## src/rtl/hiccup_pkg.sv

```systemverilog
package hiccup_pkg;
  typedef enum logic [1:0] {
    ST_LOCK  = 2'd0,
    ST_RUN   = 2'd1,
    ST_FAULT = 2'd2
  } seq_state_t;
endpackage

```

## src/rtl/hs_ocp_filter.sv

```systemverilog
module hs_ocp_filter #(
  parameter int STRIKES = 2
) (
  input  logic clk,
  input  logic rst_n,
  input  logic active,
  input  logic stb,
  input  logic trip,
  output logic confirm
);
  localparam int CW = $clog2(STRIKES + 1);
  localparam logic [CW-1:0] LAST = CW'(STRIKES - 1);

  logic [CW-1:0] hits;

  // consecutive tripped strobes seen so far
  always_ff @(posedge clk or negedge rst_n) begin
    if (!rst_n) begin
      hits <= '0;
    end else if (!active) begin
      hits <= '0;
    end else if (stb) begin
      if (!trip) hits <= '0;
      else if (hits != LAST) hits <= hits + 1'b1;
    end
  end

  assign confirm = active && stb && trip && (hits == LAST);
endmodule

```

## src/rtl/hs_refill_ctl.sv

```systemverilog
module hs_refill_ctl (
  input  logic clk,
  input  logic rst_n,
  input  logic active,
  input  logic below_refill,
  input  logic reached_on,
  output logic refill
);
  always_ff @(posedge clk or negedge rst_n) begin
    if (!rst_n) refill <= 1'b0;
    else if (!active || reached_on) refill <= 1'b0;
    else if (below_refill) refill <= 1'b1;
  end
endmodule

```

## src/rtl/hs_uvlo_fsm.sv

```systemverilog
module hs_uvlo_fsm
  import hiccup_pkg::*;
(
  input  logic       clk,
  input  logic       rst_n,
  input  logic       above_on,
  input  logic       above_off,
  input  logic       above_floor,
  input  logic       fault_evt,
  output seq_state_t state
);
  seq_state_t nxt;

  always_comb begin
    nxt = state;
    unique case (state)
      ST_LOCK:  if (above_on) nxt = ST_RUN;
      ST_RUN: begin
        if (fault_evt)      nxt = ST_FAULT;
        else if (!above_off) nxt = ST_LOCK;
      end
      ST_FAULT: if (!above_floor) nxt = ST_LOCK;
      default:  nxt = ST_LOCK;
    endcase
  end

  always_ff @(posedge clk or negedge rst_n) begin
    if (!rst_n) state <= ST_LOCK;
    else        state <= nxt;
  end
endmodule

```

## src/rtl/hiccup_supervisor.sv

```systemverilog
module hiccup_supervisor
  import hiccup_pkg::*;
#(
  parameter int OCP_STRIKES = 2
) (
  input  logic clk,
  input  logic rst_n,
  input  logic drain_ok,
  input  logic vcc_above_on,
  input  logic vcc_above_refill,
  input  logic vcc_above_off,
  input  logic vcc_above_floor,
  input  logic gate_on,
  input  logic cyc_stb,
  input  logic ocp_trip,
  input  logic bo_low,
  output logic chg_en,
  output logic run_en,
  output logic fault_latched,
  output logic low_pwr
);
  seq_state_t state;
  logic       running;
  logic       ocp_confirm;
  logic       bo_evt;
  logic       refill;

  assign running = (state == ST_RUN);
  assign bo_evt  = running && cyc_stb && bo_low;

  hs_ocp_filter #(.STRIKES(OCP_STRIKES)) u_ocp (
    .clk     (clk),
    .rst_n   (rst_n),
    .active  (running),
    .stb     (cyc_stb),
    .trip    (ocp_trip),
    .confirm (ocp_confirm)
  );

  hs_refill_ctl u_refill (
    .clk          (clk),
    .rst_n        (rst_n),
    .active       (running),
    .below_refill (!vcc_above_refill),
    .reached_on   (vcc_above_on),
    .refill       (refill)
  );

  hs_uvlo_fsm u_fsm (
    .clk         (clk),
    .rst_n       (rst_n),
    .above_on    (vcc_above_on),
    .above_off   (vcc_above_off),
    .above_floor (vcc_above_floor),
    .fault_evt   (ocp_confirm || bo_evt),
    .state       (state)
  );

  always_comb begin
    chg_en = 1'b0;
    if (drain_ok) begin
      if (state == ST_LOCK) chg_en = 1'b1;
      else if (running && refill && !gate_on) chg_en = 1'b1;
    end
  end

  assign run_en        = running;
  assign fault_latched = (state == ST_FAULT);
  assign low_pwr       = !running;
endmodule

```

## config.mk

```make
export PLATFORM = sky130hd
export DESIGN_NAME = hiccup_supervisor
export DESIGN_NICKNAME = d
export VERILOG_FILES = /design/src/rtl/hiccup_pkg.sv /design/src/rtl/hs_ocp_filter.sv /design/src/rtl/hs_refill_ctl.sv /design/src/rtl/hs_uvlo_fsm.sv /design/src/rtl/hiccup_supervisor.sv
export SDC_FILE = /design/constraint.sdc
export NUM_CORES = 1
export LEC_CHECK = 0
export BUFFER_PORTS_ARGS = -buffer_cell sky130_fd_sc_hd__buf_2
export CAP_MARGIN = 20
export CELL_PAD_IN_SITES_DETAIL_PLACEMENT = 1
export CELL_PAD_IN_SITES_GLOBAL_PLACEMENT = 1
export CORE_AREA = 4 4 41 43
export DETAILED_ROUTE_END_ITERATION = 7
export DIE_AREA = 0 0 45 47
export GPL_ROUTABILITY_DRIVEN = 0
export PLACE_DENSITY_LB_ADDON = 0.1
export SLEW_MARGIN = 20
export SYNTH_ARGS = -nofsm -noshare
export SYNTH_HDL_FRONTEND = slang
export SYNTH_SLANG_ARGS = --single-unit
```

## constraint.sdc

```tcl
create_clock -name clk -period 1.2 [get_ports clk]
set_clock_uncertainty 0.1 [all_clocks]
set_input_delay 0 -clock clk [delete_from_list [all_inputs] [get_ports clk]]
set_output_delay 0 -clock clk [all_outputs]
set_load 0.01 [all_outputs]
```

---- Word-level counts from Yosys, hierarchy flattened ----
Cells that the tools add are included.
storage, ports and cells
  output and inout bits ................... 4
  logic and storage cells ................. 41
  bits in registers ....................... 5
cells by class
  reductions and logical operators ........ 13
  eq/ne operators ......................... 10
  add/sub/neg operators ................... 1
  multiplexer cells ....................... 14
operators with widths
  kind                                                    number
  two-way mux 2 bit                                       8
  logical AND 1 bit                                       6
  inequality test 2 bit (second input constant)           3
  inequality test 3 x 2 -> 1 bit (second input constant)  2
  case mux 2 bit (3 select lines)                         1
  two-way mux 1 bit                                       5
  == test 2 x 1 -> 1 bit (second input constant)          2
  inequality test 2 x 1 -> 1 bit (second input constant)  2
  AND reduction 3 bit                                     1
  adder 2 x 1 -> 2 bit (second input constant)            1
  == test 2 bit (second input constant)                   1
  logical NOT 1 bit                                       2
  logical NOT 2 bit                                       1
  logical OR 1 bit                                        2
  AND reduction 2 bit                                     1

---- Longest topological paths before layout ----
Gate-level depths: netlist of run 1.
  word-level depth ........................ 7
  gate-level depth with buffers ........... 5

---- Cells and area by module ----
Synthesis of run 1 repeated with hierarchy kept, for this count alone.
second synthesis, totals
  cells, all modules ...................... 32
  area, all modules ....................... 315.3 µm²
by module, submodules not included
  module             area an instance (µm²)  times used  cells an instance
  hs_ocp_filter      136.4                   1           13
  hs_uvlo_fsm        88.8                    1           8
  hiccup_supervisor  48.8                    1           8
  hs_refill_ctl      41.3                    1           3

---- Worst setup path before layout of run 1 ----
No wires, ideal clock.
  path type ............................... register to register
  from .................................... register u_ocp.hits[0]
  to ...................................... register u_ocp.hits[1]
  setup slack ............................. -116 ps
  cell stages (with the launch flop) ...... 4
  required time ........................... 1006 ps
  data arrival time ....................... 1122 ps
  clock period less this slack ............ 1316 ps
  path buffers ............................ 0
  cells stage by stage .................... dfrtp_1 > ha_1 > or3_1 > a211oi_1
between the ends
  cells in the longest elaborated chain, start to end .. 5
RTL lines
  item                    line                 RTL
  start, declared         hs_ocp_filter.sv:14  logic [CW-1:0] hits;
  start signal, assigned  hs_ocp_filter.sv:24  else if (hits != LAST) hits <= hits + 1'b1;
  adder 2 x 1 -> 2 bit    hs_ocp_filter.sv:24
  two-way mux 2 bit       hs_ocp_filter.sv:24
  two-way mux 2 bit       hs_ocp_filter.sv:23  if (!trip) hits <= '0;
  two-way mux 2 bit       hs_ocp_filter.sv:22  end else if (stb) begin
  two-way mux 2 bit       hs_ocp_filter.sv:20  end else if (!active) begin
Parallel ways exist; a longest one is shown, timed or not. The select of a mux whose other input is x is not followed.
A chain may end at the register's enable or synchronous reset.

---- Worst setup path after layout of run 1 ----
Same ends and word-level chain as after synthesis.

==> metrics.md, run 1 <==
| Metric | Value |
|---|---|
| Outcome | `finished with violations` |
| Failing checks | `setup timing` |
| Max cap viols | `0` |
| Slew of the pin with the lowest slew margin | `approximately 0.25 ns` |
| Post-route insts no fill | `between 70 and 80` |
| Drt first pass iters | `2` |
| Async set or reset register ratio after synthesis | `100%` |
| Synth area leaders | `dfrtp_1 45%, a211oi_1 8.2%, a21oi_1 5.5%` |
| Cell taking the most area after synthesis | `dfrtp_1` |
| Core area | `roughly 1300 um^2` |
| CP max FO | `2` |
| H-tree levels | `1` |
| Top cell type's share of synthesized area | `45.5%` |
| FMAX | `between 700 and 800 MHz` |
| Layout cells sized above 1 | `61.3%` |
| Number of synthesized flops with an enable pin | `0` |
| Number of global-route vias before repair | `approximately 390` |
| Worst reg2reg path startpoint | `u_ocp.hits[0]` |
| Setup crit start kind | `register` |
| Fin. max-slew vios | `0` |
| Post-synthesis sequential area ratio | `45.5%` |
| Slew margin rel. | `between 80% and 90%` |
| Most instantiated library cell after synthesis | `dfrtp_1` |
| DR WL/cell | `between 10 and 15 um` |
| Worst reg2reg path endpoint | `u_ocp.hits[1]` |
| DRC | `0` |
| WHS | `0.00147 ns` |
| Initial antenna violation count | `0` |
| Critical path buffers and inverters | `0` |
| Crit path max-delay family | `flip-flops` |
| Final worst slack | `-0.140 ns` |
| ANT cells | `0` |
| Width of the die | `~45 um` |
| Final Hold Viols | `0` |
| Port Buf Inserts | `14` |
| Slowest library cell on the worst path | `dfrtp_1` |
| Post-DR vias/cell | `between 4 and 5` |
| Final WL | `about 1100 um` |
| Clock sink count | `5` |
| Hpwl dp | `slightly above 700 um` |
| CP Data Arrival Time | `roughly 1.4 ns` |
| Pleak | `0.280 nW` |
| #FFs+latches synth | `5` |
| CP max stage delay | `about 0.41 ns` |
| Fin crit share | `112%` |
| Register-to-register setup slack | `-0.14 ns` |
| Row count | `13` |
| Syn_area_per_cell | `roughly 9.5 um^2` |
| Final ANT Viol Nets | `0` |
| Synth cell count leaders | `5 x dfrtp_1, 3 x a211oi_1, 3 x a21oi_1, 3 x inv_1, 3 x o21ai_0` |
| Main flop type after synthesis | `dfrtp_1` |
| RSZ-0062 raised after global routing | `true` |
| First-pass GRT wire length | `1640 um` |
| Full die area | `roughly 2100 um^2` |
| Data required time at the worst endpoint | `1.27 ns` |
| Placed Instances | `62` |
| Utilization after layout | `43.9%` |
| Synth Instances | `29` |
| Power Dens Cells | `between 1000 and 1500 nW/um^2` |
| Tot GR Track Use | `around an eighth` |
| Initial drt markers | `1` |
| VDD IR-drop max | `between 0.0004 and 0.0005 V` |
| P&R area growth vs syn | `108%` |
| Mapped cell area | `275 um^2` |
| Die Y | `between 40 and 50 um` |
| Post-Syn Nets | `41` |
| GRT overflow | `0` |
| CTS tree | `built` |
| Worst skew pair latency | `0.25 ns` |
| CTS Buffer Depth | `2` |
| Via Count | `356` |
| Post-synthesis cell type count | `15` |
| YS warnings | `0` |
| Io pins | `15` |
| CTS Buf Count | `3` |
| Root buffer cell | `clkbuf_4` |
| Final #Nets | `75` |
| Worst setup EP type | `register` |
| Initial Util | `between 20% and 30%` |
| Fin crit period | `between 1 and 1.5 ns` |
| Worst setup path category | `reg -> reg` |
| Reg clk slew, reported paths | `0.05 ns` |
| Final Setup Violations | `4` |
| R2R cell count | `3` |
| Largest net degree at the start of global routing | `7` |
| Power Total | `about 0.7 mW` |
| Cells along the critical path | `ha_4 -> or3_4 -> a211oi_2` |
| Pre-CTS setup slack | `-0.186 ns` |
| Hold Path Class | `in -> async` |
==> worst reg2reg max path: stages (launching register included) <==
cell	delay (ns)
dfrtp_1	0.41
ha_4	0.25
or3_4	0.32
a211oi_2	0.17
==> cells in the final DEF, fill, tap and decap left out, types with 2 or more instances in the layout <==
cell type | Yosys | final
a21oi_1 | 3 | 2
inv_1 | 3 | 2
a211oi_2 | 0 | 2
o21ai_0 | 3 | 2
dfrtp_1 | 5 | 5
inv_2 | 1 | 2
buf_4 | 0 | 8
buf_2 | 0 | 14
clkbuf_4 | 0 | 3
dlygate4sd3_1 | 0 | 6
or3_4 | 0 | 2
==> layer usage <==
layer	vias up	global-route usage [%]	wire length, um
met4	0	10.5	30
met1	168	10.2	362
met5	-	0	0
met2	12	22.0	615
li1	171	-	-
met3	5	3.45	55
==> cell type report <==
class / instances / area [um^2]
fillers: 169 / 729
well taps: 15 / 18.8
repair buffers: 29 / 201
multi-input cells: 20 / 185
clock buffers: 4 / 26.3
flip-flops and latches: 5 / 125
inverters: 4 / 15.0
==> kinds of logic after synthesis <==
family	count (synthesis)	synth area share, %
AO/OA/AOI/OAI	12	28.6
AND/OR/NAND/NOR	7	15.9
adder cells (fa/ha/maj)	1	4.54
buffers and inverters	4	5.45
flip-flops	5	45.5
==> worst max-delay path by stage <==
stage | startpoint | endpoint | cells after the start | slack (ns)
floorplan | u_ocp.hits[0] | u_ocp.hits[1] | 3 | -0.12
global placement | u_ocp.hits[0] | u_ocp.hits[0] | 3 | -0.15
detailed placement | u_ocp.hits[0] | u_ocp.hits[0] | 3 | -0.19
CTS | u_ocp.hits[0] | u_ocp.hits[1] | 3 | -0.13
global route | u_ocp.hits[0] | u_ocp.hits[1] | 3 | -0.17
finish | u_ocp.hits[0] | u_ocp.hits[1] | 3 | -0.14
==> what timing repair did <==
item,CTS,global route
gates resized for setup,10,4
endpoints found under the setup margin,5,7
pin swaps,2,6
hold buffers,6,0
endpoints found under the hold margin,8,0
setup buffers,1,4
==> through the flow <==
stage               TNS [ns]  cell area, um^2
floorplan             -0.356              275
global placement      -0.445              394
detailed placement    -0.608              394
CTS                   -0.412              526
global route          -0.541              572
finish                -0.328              572
==> power breakdown <==
group	leakage (nW)	total (mW)	switching, mW	internal, mW
Sequential	0.0671	0.205	0.0158	0.189
Combinational	0.198	0.294	0.127	0.167
Clock	0.0150	0.204	0.0777	0.126
Total	0.280	0.703	0.221	0.483
==> flip-flops by register name (all words and copies together), names as in the netlist <==
register / count
u_fsm.state: 2
u_ocp.hits: 2
u_refill.refill: 1
Note: power is estimated with default switching activity, not from simulation.
==> run 2: changes to the inputs <==
CORE_AREA = 2 2 39 41   (was 4 4 41 43)
DIE_AREA = 0 0 41 43   (was 0 0 45 47)
==> run 2 against run 1 <==
Worst setup slack worse by 0.020 ns. Largest cell class unchanged. Highest routed layer unchanged. Critical endpoint is now u_ocp.hits[0]. Hold slack better by 0.0096 ns. Power is 6.1% lower. First-iteration DRC count stayed put. Global-route usage is 1.9 points higher. Sequential power hardly changed. Die area is 17% lower. The flow still finishes with violations (setup timing). Via count is 2.2% lower. Combinational power is 12% lower. Sequential share of layout area is 0.64 points higher. Count of clock-buffer cells in the layout stayed put. Clock power is 4% lower.
==> metrics.md, run 2 (synthesized netlist as in run 1, its figures left out) <==
| Metric | Value |
|---|---|
| Final #Nets | `73 (was 75)` |
| H-tree levels | `1 (unchanged)` |
| Most frequent CP cell | `buf_4` |
| DRC | `0 (unchanged)` |
| Cells along the critical path | `buf_4 -> buf_4 -> or3_1 -> a211oi_2 (was ha_4 -> or3_4 -> a211oi_2)` |
| GRT overflow | `0 (unchanged)` |
| Initial antenna violation count | `0 (unchanged)` |
| Setup crit start kind | `register (unchanged)` |
| Max cap viols | `0 (unchanged)` |
| Final Hold Viols | `0 (unchanged)` |
| ANT cells | `0 (unchanged)` |
| VDD IR-drop max | `0.000386 V (was 0.000460 V)` |
| RSZ-0062 raised after global routing | `true (unchanged)` |
| Largest net degree at the start of global routing | `7 (unchanged)` |
| Biggest regs | `u_fsm.state x2, u_ocp.hits x2, u_refill.refill x1 (unchanged)` |
| Most frequent cells in the layout | `14 x buf_2, 7 x dlygate4sd3_1, 5 x buf_4, 5 x dfrtp_1 (was 14 x buf_2, 8 x buf_4, 6 x dlygate4sd3_1, 5 x dfrtp_1, 3 x clkbuf_4)` |
| Seq. cell area | `125 um^2 (unchanged)` |
| Hpwl dp | `747 um (was 721 um)` |
| Clock share of power | `29.5% (was 29.0%)` |
| DR WL/cell | `12.8 um (was 13.8 um)` |
| Crit path max-delay family | `flip-flops (unchanged)` |
| P&R area growth vs syn | `102% (was 108%)` |
| Clock sink count | `5 (unchanged)` |
| Post-DR vias/cell | `4.58 (was 4.62)` |
| Worst setup path category | `reg -> reg (unchanged)` |
| Final WL | `969 um (was 1060 um)` |
| CTS tree | `built (unchanged)` |
| Sw Ratio | `30.8% (was 31.4%)` |
| Worst skew pair latency | `0.24 ns (was 0.25 ns)` |
| Failing checks | `setup timing (unchanged)` |
| Tot GR Track Use | `13.7% (was 11.8%)` |
| Critical path buffers and inverters | `2 (was 0)` |
| Hold Path Class | `in -> reg (was in -> async)` |
| Reg clk slew, reported paths | `0.05 ns (about the same)` |
| Core area | `1380 um^2 (was 1300 um^2)` |
| Sw power | `0.203 mW (was 0.221 mW)` |
| Pleak | `0.268 nW (was 0.280 nW)` |
| CP max stage delay | `0.41 ns (about the same)` |
| Width of the die | `41 um (was 45 um)` |
| Via Count | `348 (was 356)` |
| Setup TNS | `-0.374 ns (was -0.328 ns)` |
| Layout cells sized above 1 | `58.3% (was 61.3%)` |
| Fillers | `170 (was 169)` |
| Slew margin rel. | `84.4% (was 82.9%)` |
| CTS Buf Count | `3 (unchanged)` |
| Data required time at the worst endpoint | `1.26 ns (was 1.27 ns)` |
| Slowest library cell on the worst path | `dfrtp_1 (unchanged)` |
| Drt first pass iters | `3 (was 2)` |
| CTS Buffer Depth | `2 (unchanged)` |
| Final worst slack | `-0.160 ns (was -0.140 ns)` |
| Power Dens Cells | `1190 nW/um^2 (was 1230 nW/um^2)` |
| FMAX | `735 MHz (was 746 MHz)` |
| Port Buf Inserts | `14 (unchanged)` |
| Row count | `14 (was 13)` |
| CP max FO | `3 (was 2)` |
| Io pins | `15 (unchanged)` |
| Slew of the pin with the lowest slew margin | `0.231 ns (was 0.254 ns)` |
| Multi-input gate area | `180 um^2 (was 185 um^2)` |
| Number of global-route vias before repair | `404 (was 392)` |
| Fin. max-slew vios | `0 (unchanged)` |
| WHS | `0.0111 ns (was 0.00147 ns)` |
| Worst setup EP type | `register (unchanged)` |
| Fin crit share | `113% (was 112%)` |
| Die Y | `43 um (was 47 um)` |
| Initial drt markers | `1 (unchanged)` |
| First-pass GRT wire length | `1570 um (was 1640 um)` |
| Commonest non-fill, non-tap cell in the layout | `buf_2 (unchanged)` |
| Seq pwr share | `31.1% (was 29.2%)` |
| Root buffer cell | `clkbuf_4 (unchanged)` |
| Final Setup Violations | `4 (unchanged)` |
| Int Pwr | `0.457 mW (was 0.483 mW)` |
| Final ANT Viol Nets | `0 (unchanged)` |
| Fin crit period | `1.36 ns (was 1.34 ns)` |
| Outcome | `finished with violations (unchanged)` |
| Part of the power in combinational logic | `39.4% (was 41.8%)` |
| Initial Util | `19.9% (was 21.2%)` |
| Full die area | `1760 um^2 (was 2120 um^2)` |
| Pre-CTS setup slack | `-0.226 ns (was -0.186 ns)` |
| CP Data Arrival Time | `1.42 ns (was 1.41 ns)` |
==> run 2: cell types whose count changed in the layout (fill, tap and decap cells not counted) <==
cell	before	now
inv_1	2	1
or3_1	0	1
or3_4	2	1
dlygate4sd3_1	6	7
buf_4	8	5
inv_2	2	3
==> run 2: what timing repair did <==
action	CTS	global route
setup endpoints to repair	6	6
hold endpoints to repair	8	0
resized for setup	8	6
buffers inserted	1	2
pin swaps	1	4
cloned	0	0
hold buffers	7	0
==> run 2: path summary, 6_finish.rpt <==
path                           startpoint              end  slack [ns]  cells past startpoint
setup / recovery            u_ocp.hits[0]    u_ocp.hits[0]       -0.16                      4
hold / removal              vcc_above_off   u_fsm.state[0]        0.01                      4
setup reg to reg            u_ocp.hits[0]    u_ocp.hits[0]       -0.16                      4
hold reg to reg            u_fsm.state[1]   u_fsm.state[0]        0.37                      1
max in group asynchronous           rst_n  u_refill.refill        0.31                      3
min in group asynchronous           rst_n    u_ocp.hits[0]        0.54                      3
==> run 2: per-layer routing <==
layer / vias up / global-route usage [%] / part of all wire, %
li1: 170 / - / -
met1: 167 / 12.8 / 38
met2: 9 / 24.7 / 58
met3: 2 / 1.57 / 3.2
met4: 0 / 10.0 / 1.4
met5: - / 0 / 0
==> run 2: tightest hold or removal path: stages <==
cell and delay [ns]:
buf_2 0.10, nand2_1 0.07, a21o_2 0.10, a21oi_2 0.04
==> run 2: power groups by stage <==
| stage | registers [mW] | logic (mW) | clock network [mW] |
|---|---|---|---|
| after floorplan | 0.205 | 0.0868 | 0 |
| after global placement | 0.202 | 0.170 | 0 |
| after detailed placement | 0.203 | 0.182 | 0 |
| after CTS | 0.207 | 0.233 | 0.204 |
| after global routing | 0.208 | 0.286 | 0.215 |
| final | 0.205 | 0.260 | 0.195 |
==> run 2: final cells by class <==
type	instances	area share, %
clock buffers	4	4.73
inverters	4	2.70
multi-input cells	20	32.4
flip-flops and latches	5	22.5
well taps	16	3.60
repair buffers	27	34.0
==> run 2: stage by stage <==
| stage | instances | total power [mW] | utilization (%) | cell area (um^2) |
|---|---|---|---|---|
| 2_1_floorplan | 29 | 0.291 | - | 275 |
| 3_3_place_gp | 62 | 0.372 | 28.0 | 388 |
| 3_5_place_dp | 62 | 0.385 | 28.0 | 388 |
| 4_1_cts | 74 | 0.644 | 37.7 | 522 |
| 5_1_grt | 76 | 0.709 | 40.1 | 556 |
| 6_report | 76 | 0.660 | 40.1 | 556 |
==> run 3: changes to the inputs <==
PLACE_DENSITY = 0.62   (was default)
PLACE_DENSITY_LB_ADDON = default   (was 0.1)
==> run 3 against run 2 <==
The run still ends with setup timing left. Hold slack improved by 0.019 ns. Combinational power rose by 21%. Sequential cell count did not move. Largest cell class unchanged. Critical endpoint is now u_ocp.hits[1]. Via count rose by 4.0%. Clock power rose by 4%. Fmax rose by 3.2%. Count of clock-buffer cells in the layout did not move. Register-to-register slack improved by 0.04 ns. Critical path type unchanged. Sequential share of layout area fell by 1.3 points. First-iteration DRC count fell by 100%.
==> metrics.md, run 3 (synthesized netlist as in run 1, its figures left out) <==
| Metric | Value |
|---|---|
| Outcome | `finished with violations (unchanged)` |
| Failing checks | `setup timing (unchanged)` |
| Worst skew pair latency | `0.25 ns (was 0.24 ns)` |
| CTS tree | `built (unchanged)` |
| Die Y | `43 um (unchanged)` |
| Final Hold Viols | `0 (unchanged)` |
| Part of the power in combinational logic | `43.7% (was 39.4%)` |
| Fillers | `157 (was 170)` |
| Hpwl dp | `625 um (was 747 um)` |
| Clock sink count | `5 (unchanged)` |
| Final Setup Violations | `5 (was 4)` |
| First-pass GRT wire length | `1530 um (was 1570 um)` |
| Post-route insts no fill | `79 (was 76)` |
| Int Pwr | `0.498 mW (was 0.457 mW)` |
| Setup crit start kind | `register (unchanged)` |
| DR WL/cell | `13.3 um (was 12.8 um)` |
| Fin. max-slew vios | `0 (unchanged)` |
| Width of the die | `41 um (unchanged)` |
| Slew of the pin with the lowest slew margin | `0.248 ns (was 0.231 ns)` |
| Most frequent cells in the layout | `14 x buf_2, 8 x dlygate4sd3_1, 6 x buf_4, 5 x dfrtp_1, 3 x clkbuf_4 (was 14 x buf_2, 7 x dlygate4sd3_1, 5 x buf_4, 5 x dfrtp_1)` |
| Slew margin rel. | `83.4% (was 84.4%)` |
| Initial antenna violation count | `0 (unchanged)` |
| Initial drt markers | `0 (was 1)` |
| Worst setup path category | `reg -> reg (unchanged)` |
| P&R area growth vs syn | `114% (was 102%)` |
| Core area | `1380 um^2 (unchanged)` |
| Commonest non-fill, non-tap cell in the layout | `buf_2 (unchanged)` |
| GRT overflow | `0 (unchanged)` |
| Fin crit share | `110% (was 113%)` |
| Final #Nets | `76 (was 73)` |
| CTS Buf Count | `3 (unchanged)` |
| Io pins | `15 (unchanged)` |
| Pleak | `0.282 nW (was 0.268 nW)` |
| Final ANT Viol Nets | `0 (unchanged)` |
| ANT cells | `0 (unchanged)` |
| Drt first pass iters | `1 (was 3)` |
| Layout cells sized above 1 | `57.1% (was 58.3%)` |
| Row count | `14 (unchanged)` |
| Via Count | `362 (was 348)` |
| H-tree levels | `1 (unchanged)` |
| Max cap viols | `0 (unchanged)` |
| VDD IR-drop max | `0.000689 V (was 0.000386 V)` |
| Tot GR Track Use | `13.7% (about the same)` |
| Data required time at the worst endpoint | `1.26 ns (about the same)` |
| Largest net degree at the start of global routing | `7 (unchanged)` |
| Number of global-route vias before repair | `378 (was 404)` |
| Seq pwr share | `28.2% (was 31.1%)` |
| CP Data Arrival Time | `1.38 ns (was 1.42 ns)` |
| Final WL | `1050 um (was 969 um)` |
| Root buffer cell | `clkbuf_4 (unchanged)` |
| Port Buf Inserts | `14 (unchanged)` |
| Fin crit period | `1.32 ns (was 1.36 ns)` |
| Sw power | `0.224 mW (was 0.203 mW)` |
| DRC | `0 (unchanged)` |
| FMAX | `759 MHz (was 735 MHz)` |
| CTS Buffer Depth | `2 (unchanged)` |
| Biggest regs | `u_fsm.state x2, u_ocp.hits x2, u_refill.refill x1 (unchanged)` |
| Hold Path Class | `in -> reg (unchanged)` |
| Full die area | `1760 um^2 (unchanged)` |
| Worst setup EP type | `register (unchanged)` |
| Final worst slack | `-0.118 ns (was -0.160 ns)` |
| Sw Ratio | `31.0% (was 30.8%)` |
| CP max FO | `2 (was 3)` |
| Reg clk slew, reported paths | `0.05 ns (about the same)` |
| Initial Util | `19.9% (unchanged)` |
| Post-DR vias/cell | `4.58 (about the same)` |
| Clock share of power | `28.1% (was 29.5%)` |
| Power Dens Cells | `1220 nW/um^2 (was 1190 nW/um^2)` |
| RSZ-0062 raised after global routing | `true (unchanged)` |
| Placed Instances | `63 (was 62)` |
| Pre-CTS setup slack | `-0.196 ns (was -0.226 ns)` |
-- run 3: cell types whose count changed in the layout (fill, tap and decap cells not counted) --
| cell | previous run | this run |
|---|---|---|
| nor2b_2 | 1 | 0 |
| inv_1 | 1 | 2 |
| dlygate4sd3_1 | 7 | 8 |
| nor2b_4 | 0 | 1 |
| buf_4 | 5 | 6 |
| buf_6 | 1 | 2 |
| inv_2 | 3 | 2 |
-- run 3: area by class of cell --
type / count / area, um^2 / share of cell area, %
timing repair buffer: 30 / 218 / 36.9
multi-input combinational: 20 / 185 / 31.4
sequential: 5 / 125 / 21.2
clock buffer: 4 / 26.3 / 4.46
tap: 16 / 20.0 / 3.40
inverter: 4 / 15.0 / 2.55
-- run 3: repair_timing --
item	4_1_cts	5_1_grt
buffers inserted	1	3
endpoints found under the setup margin	6	7
gates cloned	0	0
pin swaps	2	4
endpoints found under the hold margin	9	0
resized for setup	9	6
hold buffers	8	0
-- run 3: final timing paths --
path	start	end	slack (ns)	cells after the start
max in group asynchronous	rst_n	u_ocp.hits[0]	0.22	3
worst min register to register	u_fsm.state[1]	u_fsm.state[0]	0.43	2
worst max register to register	u_ocp.hits[1]	u_ocp.hits[1]	-0.12	4
worst max-delay path	u_ocp.hits[1]	u_ocp.hits[1]	-0.12	4
min in group asynchronous	rst_n	u_fsm.state[1]	0.58	3
worst min-delay path	bo_low	u_fsm.state[1]	0.03	3
-- run 3: per-stage QoR --
step / cell area [um^2] / util, % / hold WS (ns) / power [mW] / TNS [ns]
2_1_floorplan: 275 / - / -0.396 / 0.291 / -0.356
3_3_place_gp: 395 / 28.6 / -0.274 / 0.384 / -0.514
3_5_place_dp: 395 / 28.6 / -0.275 / 0.386 / -0.569
4_1_cts: 547 / 39.5 / 0.0129 / 0.670 / -0.349
5_1_grt: 589 / 42.6 / 0.0434 / 0.778 / -0.610
6_report: 589 / 42.6 / 0.0302 / 0.721 / -0.341
-- run 3: metal layers --
metal,track usage (%),vias to the layer above,routed length (um)
met1,14.4,170,434
li1,-,173,-
met4,6.00,0,14
met5,0,-,0
met2,22.2,17,530
met3,6.28,2,69
-- run 3: critical path: stages, from the launching register on --
cell and delay [ns]:
dfrtp_1 0.38, inv_2 0.07, ha_4 0.19, or3_1 0.32, a211oi_2 0.17
-- run 3: power groups by stage --
stage / clock network [mW] / registers, mW / logic (mW)
global route: 0.226 / 0.207 / 0.345
detailed placement: 0 / 0.202 / 0.185
floorplan: 0 / 0.205 / 0.0868
CTS: 0.216 / 0.203 / 0.251
finish: 0.202 / 0.203 / 0.315
global placement: 0 / 0.200 / 0.184
